### config.mk
export PLATFORM = sky130hd
export DESIGN_NAME = irq_vector_ctrl
export DESIGN_NICKNAME = d
export VERILOG_FILES = /design/src/rtl/irqc_pkg.sv /design/src/rtl/irqc_sync.sv /design/src/rtl/irqc_pending.sv /design/src/rtl/irqc_prio.sv /design/src/rtl/irq_vector_ctrl.sv
export SDC_FILE = /design/constraint.sdc
export NUM_CORES = 2
export LEC_CHECK = 0
export BUFFER_PORTS_ARGS = -buffer_cell sky130_fd_sc_hd__buf_4
export CAP_MARGIN = 20
export CELL_PAD_IN_SITES_DETAIL_PLACEMENT = 1
export CELL_PAD_IN_SITES_GLOBAL_PLACEMENT = 1
export CORE_MARGIN = 2
export CORE_UTILIZATION = 55
export CTS_CLUSTER_SIZE = 10
export DETAILED_ROUTE_END_ITERATION = 12
export PLACE_DENSITY_LB_ADDON = 0.1
export SYNTH_ARGS = -nofsm -noshare
export SYNTH_HDL_FRONTEND = slang
export SYNTH_SLANG_ARGS = --single-unit
### constraint.sdc
create_clock -name clk_i -period 6.9 [get_ports clk_i]
set_input_delay 0.69 -clock clk_i [delete_from_list [all_inputs] [get_ports clk_i]]
set_output_delay 0.69 -clock clk_i [all_outputs]
set_load 0.1 [all_outputs]
### src/rtl/irqc_pkg.sv
package irqc_pkg;
  typedef struct packed {
    logic nmi;      // bit 2
    logic act_low;  // bit 1
    logic edge_md;  // bit 0
  } src_cfg_t;

  localparam int CfgW = $bits(src_cfg_t);
endpackage

### src/rtl/irqc_sync.sv
module irqc_sync #(
  parameter int N_SRC = 32
) (
  input  logic             clk_i,
  input  logic             rst_ni,
  input  logic [N_SRC-1:0] raw_i,
  output logic [N_SRC-1:0] sync_o,
  output logic [N_SRC-1:0] prev_o
);
  logic [N_SRC-1:0] meta_q, sync_q, prev_q;

  always_ff @(posedge clk_i or negedge rst_ni) begin
    if (!rst_ni) begin
      meta_q <= '0;
      sync_q <= '0;
      prev_q <= '0;
    end else begin
      meta_q <= raw_i;
      sync_q <= meta_q;
      prev_q <= sync_q;
    end
  end

  assign sync_o = sync_q;
  assign prev_o = prev_q;
endmodule

### src/rtl/irqc_pending.sv
module irqc_pending #(
  parameter int N_SRC = 32
) (
  input  logic             clk_i,
  input  logic             rst_ni,
  input  logic [N_SRC-1:0] act_i,       // polarity-corrected current sample
  input  logic [N_SRC-1:0] prev_act_i,  // polarity-corrected previous sample
  input  logic [N_SRC-1:0] edge_mode_i,
  input  logic [N_SRC-1:0] clr_i,
  output logic [N_SRC-1:0] pend_o
);
  logic [N_SRC-1:0] pend_q, lead_w;

  assign lead_w = act_i & ~prev_act_i & edge_mode_i;

  // a leading edge wins over a clear in the same cycle
  always_ff @(posedge clk_i or negedge rst_ni) begin
    if (!rst_ni) pend_q <= '0;
    else         pend_q <= ((pend_q & ~clr_i) | lead_w) & edge_mode_i;
  end

  for (genvar i = 0; i < N_SRC; i++) begin : g_view
    assign pend_o[i] = edge_mode_i[i] ? pend_q[i] : act_i[i];
  end

  AST_EDGE_HOLD: assert property (@(posedge clk_i) disable iff (!rst_ni)
    1'b1 |=> ((pend_q & $past(pend_q & ~clr_i & edge_mode_i)) == $past(pend_q & ~clr_i & edge_mode_i)));
  AST_EDGE_SET_WINS: assert property (@(posedge clk_i) disable iff (!rst_ni)
    1'b1 |=> ((pend_q & $past(lead_w)) == $past(lead_w)));
  AST_CLEAR_TAKES: assert property (@(posedge clk_i) disable iff (!rst_ni)
    1'b1 |=> ((pend_q & $past(clr_i & ~lead_w)) == '0));
  AST_LEVEL_NO_LATCH: assert property (@(posedge clk_i) disable iff (!rst_ni)
    1'b1 |=> ((pend_q & ~$past(edge_mode_i)) == '0));
endmodule

### src/rtl/irqc_prio.sv
module irqc_prio #(
  parameter int N_SRC = 32,
  localparam int IdxW = $clog2(N_SRC)
) (
  input  logic [N_SRC-1:0] elig_i,
  output logic             req_o,
  output logic [IdxW-1:0]  id_o
);
  always_comb begin
    id_o = '0;
    for (int i = N_SRC - 1; i >= 0; i--) begin
      if (elig_i[i]) id_o = IdxW'(i);
    end
  end

  assign req_o = |elig_i;
endmodule

### src/rtl/irq_vector_ctrl.sv
module irq_vector_ctrl #(
  parameter int N_SRC = 32,
  parameter int VEC_W = 32,
  localparam int IdxW  = $clog2(N_SRC),
  localparam int AddrW = $clog2(2 * N_SRC + 2)
) (
  input  logic             clk_i,
  input  logic             rst_ni,
  input  logic [N_SRC-1:0] irq_lines_i,
  input  logic             reg_we_i,
  input  logic [AddrW-1:0] reg_addr_i,
  input  logic [VEC_W-1:0] reg_wdata_i,
  output logic [VEC_W-1:0] reg_rdata_o,
  input  logic             ack_i,
  input  logic [IdxW-1:0]  ack_id_i,
  output logic             irq_req_o,
  output logic [IdxW-1:0]  irq_id_o,
  output logic [VEC_W-1:0] irq_vec_o,
  output logic             irq_nmi_o
);
  import irqc_pkg::*;

  localparam logic [AddrW-1:0] CfgBase  = AddrW'(N_SRC);
  localparam logic [AddrW-1:0] MaskAddr = AddrW'(2 * N_SRC);
  localparam logic [AddrW-1:0] PendAddr = AddrW'(2 * N_SRC + 1);

  logic [VEC_W-1:0] vec_q [N_SRC];
  src_cfg_t         cfg_q [N_SRC];
  logic [N_SRC-1:0] mask_q;

  logic [N_SRC-1:0] mode_v, pol_v, nmi_v;
  logic [N_SRC-1:0] sync_v, prev_v, act_v, prev_act_v;
  logic [N_SRC-1:0] clr_v, ack_v, pend_v, elig_v;

  logic is_vec, is_cfg;
  logic [IdxW-1:0] cfg_idx;

  assign is_vec  = reg_addr_i < CfgBase;
  assign is_cfg  = (reg_addr_i >= CfgBase) && (reg_addr_i < MaskAddr);
  assign cfg_idx = IdxW'(reg_addr_i - CfgBase);

  // handler addresses carry no reset
  always_ff @(posedge clk_i) begin
    for (int i = 0; i < N_SRC; i++) begin
      if (reg_we_i && is_vec && reg_addr_i[IdxW-1:0] == IdxW'(i)) vec_q[i] <= reg_wdata_i;
    end
  end

  always_ff @(posedge clk_i or negedge rst_ni) begin
    if (!rst_ni) begin
      for (int i = 0; i < N_SRC; i++) cfg_q[i] <= '0;
      mask_q <= '0;
    end else if (reg_we_i) begin
      for (int i = 0; i < N_SRC; i++) begin
        if (is_cfg && cfg_idx == IdxW'(i)) cfg_q[i] <= src_cfg_t'(reg_wdata_i[CfgW-1:0]);
      end
      if (reg_addr_i == MaskAddr) mask_q <= N_SRC'(reg_wdata_i);
    end
  end

  for (genvar i = 0; i < N_SRC; i++) begin : g_cfg
    assign mode_v[i] = cfg_q[i].edge_md;
    assign pol_v[i]  = cfg_q[i].act_low;
    assign nmi_v[i]  = cfg_q[i].nmi;
    assign ack_v[i]  = ack_i && (ack_id_i == IdxW'(i));
  end

  irqc_sync #(.N_SRC(N_SRC)) i_sync (
    .clk_i  (clk_i),
    .rst_ni (rst_ni),
    .raw_i  (irq_lines_i),
    .sync_o (sync_v),
    .prev_o (prev_v)
  );

  assign act_v      = sync_v ^ pol_v;
  assign prev_act_v = prev_v ^ pol_v;
  assign clr_v      = ((reg_we_i && reg_addr_i == PendAddr) ? N_SRC'(reg_wdata_i) : '0) | ack_v;

  irqc_pending #(.N_SRC(N_SRC)) i_pending (
    .clk_i       (clk_i),
    .rst_ni      (rst_ni),
    .act_i       (act_v),
    .prev_act_i  (prev_act_v),
    .edge_mode_i (mode_v),
    .clr_i       (clr_v),
    .pend_o      (pend_v)
  );

  assign elig_v = pend_v & mask_q;

  irqc_prio #(.N_SRC(N_SRC)) i_prio (
    .elig_i (elig_v),
    .req_o  (irq_req_o),
    .id_o   (irq_id_o)
  );

  assign irq_vec_o = vec_q[irq_id_o];
  assign irq_nmi_o = nmi_v[irq_id_o];

  always_comb begin
    reg_rdata_o = '0;
    if (is_vec)                      reg_rdata_o = vec_q[reg_addr_i[IdxW-1:0]];
    else if (is_cfg)                 reg_rdata_o = VEC_W'(cfg_q[cfg_idx]);
    else if (reg_addr_i == MaskAddr) reg_rdata_o = VEC_W'(mask_q);
    else if (reg_addr_i == PendAddr) reg_rdata_o = VEC_W'(pend_v);
  end

  AST_PRIO_LOWEST: assert property (@(posedge clk_i) disable iff (!rst_ni)
    irq_req_o |-> (elig_v[irq_id_o] &&
                   ((elig_v & ((N_SRC'(1) << irq_id_o) - N_SRC'(1))) == '0)));
endmodule

==> summary.md <==
| Metric | Value |
|---|---|
| All-Layer GR Usage | `~36%` |
| Static Leak | `between 20 and 25 nW` |
| Vias in the first global route | `roughly 39000` |
| Cell Pwr Density | `about 350 nW/um^2` |
| Yosys warns | `0` |
| Final core occ | `a little over three fifths` |
| Seq pwr share | `between 30% and 40%` |
| Top Metal Used | `met5` |
| Dominant cells by area after synthesis | `edfxtp_1, mux4_2, dfrtp_1` |
| Arr. time, crit path | `~5700 ps` |
| Sequential fraction of the synthesis area | `between 60 and 70%` |
| Sw frac | `between 30 and 40%` |
| Count leader, synth | `edfxtp_1` |
| Resize count post-CTS | `0` |
| H-tree Lvls | `4` |
| Met2 Wirelength | `around 96 mm` |
| #FFs+latches synth | `between 1000 and 1500` |
| CP cell instances | `xor2_1, o211ai_1, nand4_1, nor3b_1, a211oi_2, o21ai_4, inv_8, buf_4, mux4_2, a22o_1, a211oi_1, a31oi_1, buf_4` |
| Max Cap Viol | `0` |
| Routed vias/inst | `~7.4` |
| Fill cells | `about 9000` |
| Inserted Clock Buffers | `about 150` |
| Critical path buffer and inverter count | `3` |
| Largest net degree at the start of global routing | `118` |
| Critical R2R Launch | `cfg_q[19]` |
| Detailed Place HPWL | `119.9 mm` |
| Post-synth top flop | `edfxtp_1` |
| Top-area cell type share of the netlist area | `approximately half` |
| Leading area contributor after synthesis | `edfxtp_1` |
| Delay-heaviest family, CP | `compound AO/OA/AOI/OAI gates` |
| Wl on met1 | `roughly 72 mm` |
| Worst Tran Pin Value | `about 1200 ps` |
| Hold Crit Class | `primary input to async pin` |
| Register area | `approximately 37000 sq um` |
| Critical path required time | `6210 ps` |
| Startpoint Class | `flip-flop` |
| Met3 WL post-DR | `approximately 19 mm` |
| Layout area overhead | `12.73%` |
| R2R cell count | `3` |
| Adder-Cell Fraction of Synth Area | `0%` |
| Worst vdd ir | `approximately 0.72 mV` |
| Post-synthesis mux area share | `26.30%` |
| Crit path time final | `6427 ps` |
| Fin. Hold Viols | `0` |
| Mapped Cells | `approximately 3300` |
| Number of synthesized flops with an enable pin | `about 1000` |
| Reg2reg end | `i_pending.pend_q[25]` |
| # diodes | `0` |
| Detailed Route Iter0 Violations | `approximately 4800` |
| Synth Area in Compound Gates | `under 10%` |
| Remaining global-route overflow | `0` |
| Setup violators final | `0` |
| Layout cell share with drive strength beyond 1 | `32.12%` |
| R2R Setup Slk | `about 5700 ps` |
| Starting density of the core | `55.58%` |
| Largest family of logic cells by synthesized area | `multiplexers` |
| Largest stage delay, worst path | `670 ps` |
| NetSw | `approximately 8.5 mW` |
| Post-DRT Antenna Nets | `0` |
| Number of unique standard cell types used by synthesis | `65` |
| Clk pwr share | `between 20 and 30%` |
| Detailed Routing Iterations Pass 1 | `5` |
| Status | `completed` |
| Final worst-path cycle share | `between 90 and 100%` |
| Core area | `between 100000 and 150000 sq um` |
| DIE AREA | `around 110000 sq um` |
| CP max stage cell | `o211ai_1` |
| Unrepaired setup endpoints after global routing | `no` |
| Nets | `between 3000 and 4000` |
| Xor/xnor share of the synthesized area | `0.2495%` |
| Comb power frac | `between 30% and 40%` |
| Relative slew slack | `a little over a fifth` |
| Root Buffer | `clkbuf_16` |
| Post-CTS setup repair buffer count | `0` |
| # DRC | `0` |
| Pins Over Slew Limit | `0` |
| IO Count | `about 150` |
| Crit Path Max Fanout | `117` |
| Fmax | `between 150 and 200 MHz` |
| Die H | `around 330 microns` |
| Worst clock skew | `~8.2 ps` |
| Row count | `120` |
| Initial antenna violation count | `5` |
| PortBufs | `150` |
| Gp weighted congestion | `just over 0.9` |
| Area of the multi-input gates | `21580 sq um` |
| Worst skew pair latency | `750 ps` |
| Worst path most repeated cell | `buf_4` |
| Pint | `about 15 mW` |
| Syn_area_per_cell | `17.99 sq um` |
| Worst-path clk slew | `60 ps` |
| CP endpoint kind | `primary output` |
| First-pass GRT wire length | `between 200 and 300 mm` |
| Mapped Nets | `around 3400` |
| Worst Path Class, Setup | `flip-flop to primary output` |
| Sink count of the clock tree | `around 1300` |
| Synth top cells by count | `edfxtp_1, mux4_2, mux2i_1, dfrtp_1, nand2_1` |
| Via count | `36800` |
| Simple-gate share of the synthesized area | `about 3.6%` |
| CTS Buffer Depth | `3` |
| CTS tree | `done` |
| DRT Wirelength | `just under 200 mm` |
| Routed len/inst | `39.75 microns` |
| Post-synthesis cell area | `59660 sq um` |
| Async set or reset register ratio after synthesis | `20.00%` |
| Post-route setup TNS | `0 ps` |
| Die X | `around 330 microns` |
[repair_timing]
item | in CTS | in global routing
hold buffers | 11 | 0
hold endpoints to repair | 11 | 0
endpoints found under the setup margin | 0 | 0
[stage by stage]
| stage | setup slack (ps) | total power [mW] | hold slack [ps] | cell area (sq um) | std cells |
|---|---|---|---|---|---|
| detailed placement | 1368 | 16.69 | 335.6 | 62920 | 4767 |
| global route | 301.1 | 24.34 | 19.41 | 67260 | 4996 |
| floorplan | 652.5 | 14.44 | 331.2 | 59660 | 3317 |
| CTS | 518.6 | 23.75 | 0.5173 | 67220 | 4994 |
| global placement | 1294 | 16.50 | 332.0 | 62830 | 4763 |
| finish | 473.3 | 23.71 | 14.03 | 67260 | 4996 |
[worst max-delay path by stage]
| stage | slack, ps | to | startpoint | cells past startpoint |
|---|---|---|---|---|
| 4_1_cts | 520 | irq_vec_o[13] | cfg_q[37] | 13 |
| 5_1_grt | 300 | irq_vec_o[13] | cfg_q[37] | 13 |
| 3_5_place_dp | 1370 | irq_vec_o[13] | i_sync.sync_o[19] | 13 |
| 2_1_floorplan | 650 | irq_vec_o[21] | cfg_q[4] | 11 |
| 3_3_place_gp | 1290 | irq_vec_o[5] | cfg_q[22] | 13 |
| 6_report | 470 | irq_vec_o[13] | cfg_q[37] | 13 |
[flip-flops by register name, summed over array words and instances, names as in the netlist]
register / count
mask_q: 32
i_pending.pend_q: 32
i_sync.prev_o: 32
vec_q: 1024
i_sync.meta_q: 32
cfg_q: 96
i_sync.sync_o: 32
[placed cells by master (no fill, tap or decap), types with 32 or more instances in the layout]
master	count
a211oi_1	33
a21oi_1	96
a22o_1	34
a31oi_1	34
a32oi_1	32
buf_4	242
clkbuf_1	41
clkbuf_16	154
dfrtp_1	256
edfxtp_1	1024
mux2_2	127
mux2i_1	257
mux4_2	519
nand2_1	141
nand2b_1	39
nor2_1	63
nor2_4	35
nor2b_1	87
o21ai_0	57
o221ai_1	44
[power by group through the flow]
stage / logic [mW] / clock network (mW) / registers (mW)
finish: 8.03 / 7.09 / 8.59
global route: 8.31 / 7.43 / 8.60
CTS: 7.99 / 7.17 / 8.59
detailed placement: 7.94 / 0 / 8.74
global placement: 7.77 / 0 / 8.73
floorplan: 5.74 / 0 / 8.70
[area by class of cell]
| cell class | instances | share of cell area, % |
|---|---|---|
| inverters | 19 | 0.1172 |
| clock buffers | 198 | 6.020 |
| well taps | 1403 | 2.610 |
| multi-input cells | 1796 | 32.09 |
| repair buffers | 282 | 3.708 |
| flip-flops and latches | 1280 | 55.24 |
| clock inverters | 18 | 0.2139 |
[worst reg2reg max path: stages, from the launching register on]
cell	delay, ps
dfrtp_1	430
and2b_1	240
a221oi_1	340
nor2b_1	90
[per-layer routing]
metal | global-route usage [%] | vias up
met5 | 0 | -
met4 | 18.94 | 6
met3 | 7.221 | 512
met2 | 57.59 | 2380
met1 | 47.51 | 19680
li1 | - | 14220
[cells by family (layout without fill, tap and decap cells)]
family | Yosys count | after routing
DFF | 1280 | 1280
muxes | 903 | 903
AOI/OAI and AO/OA | 438 | 438
and+or+nand+nor | 438 | 438
buffers and inverters | 241 | 517
xor gates and xnor gates | 17 | 17
(Power assumes the default switching activity.)
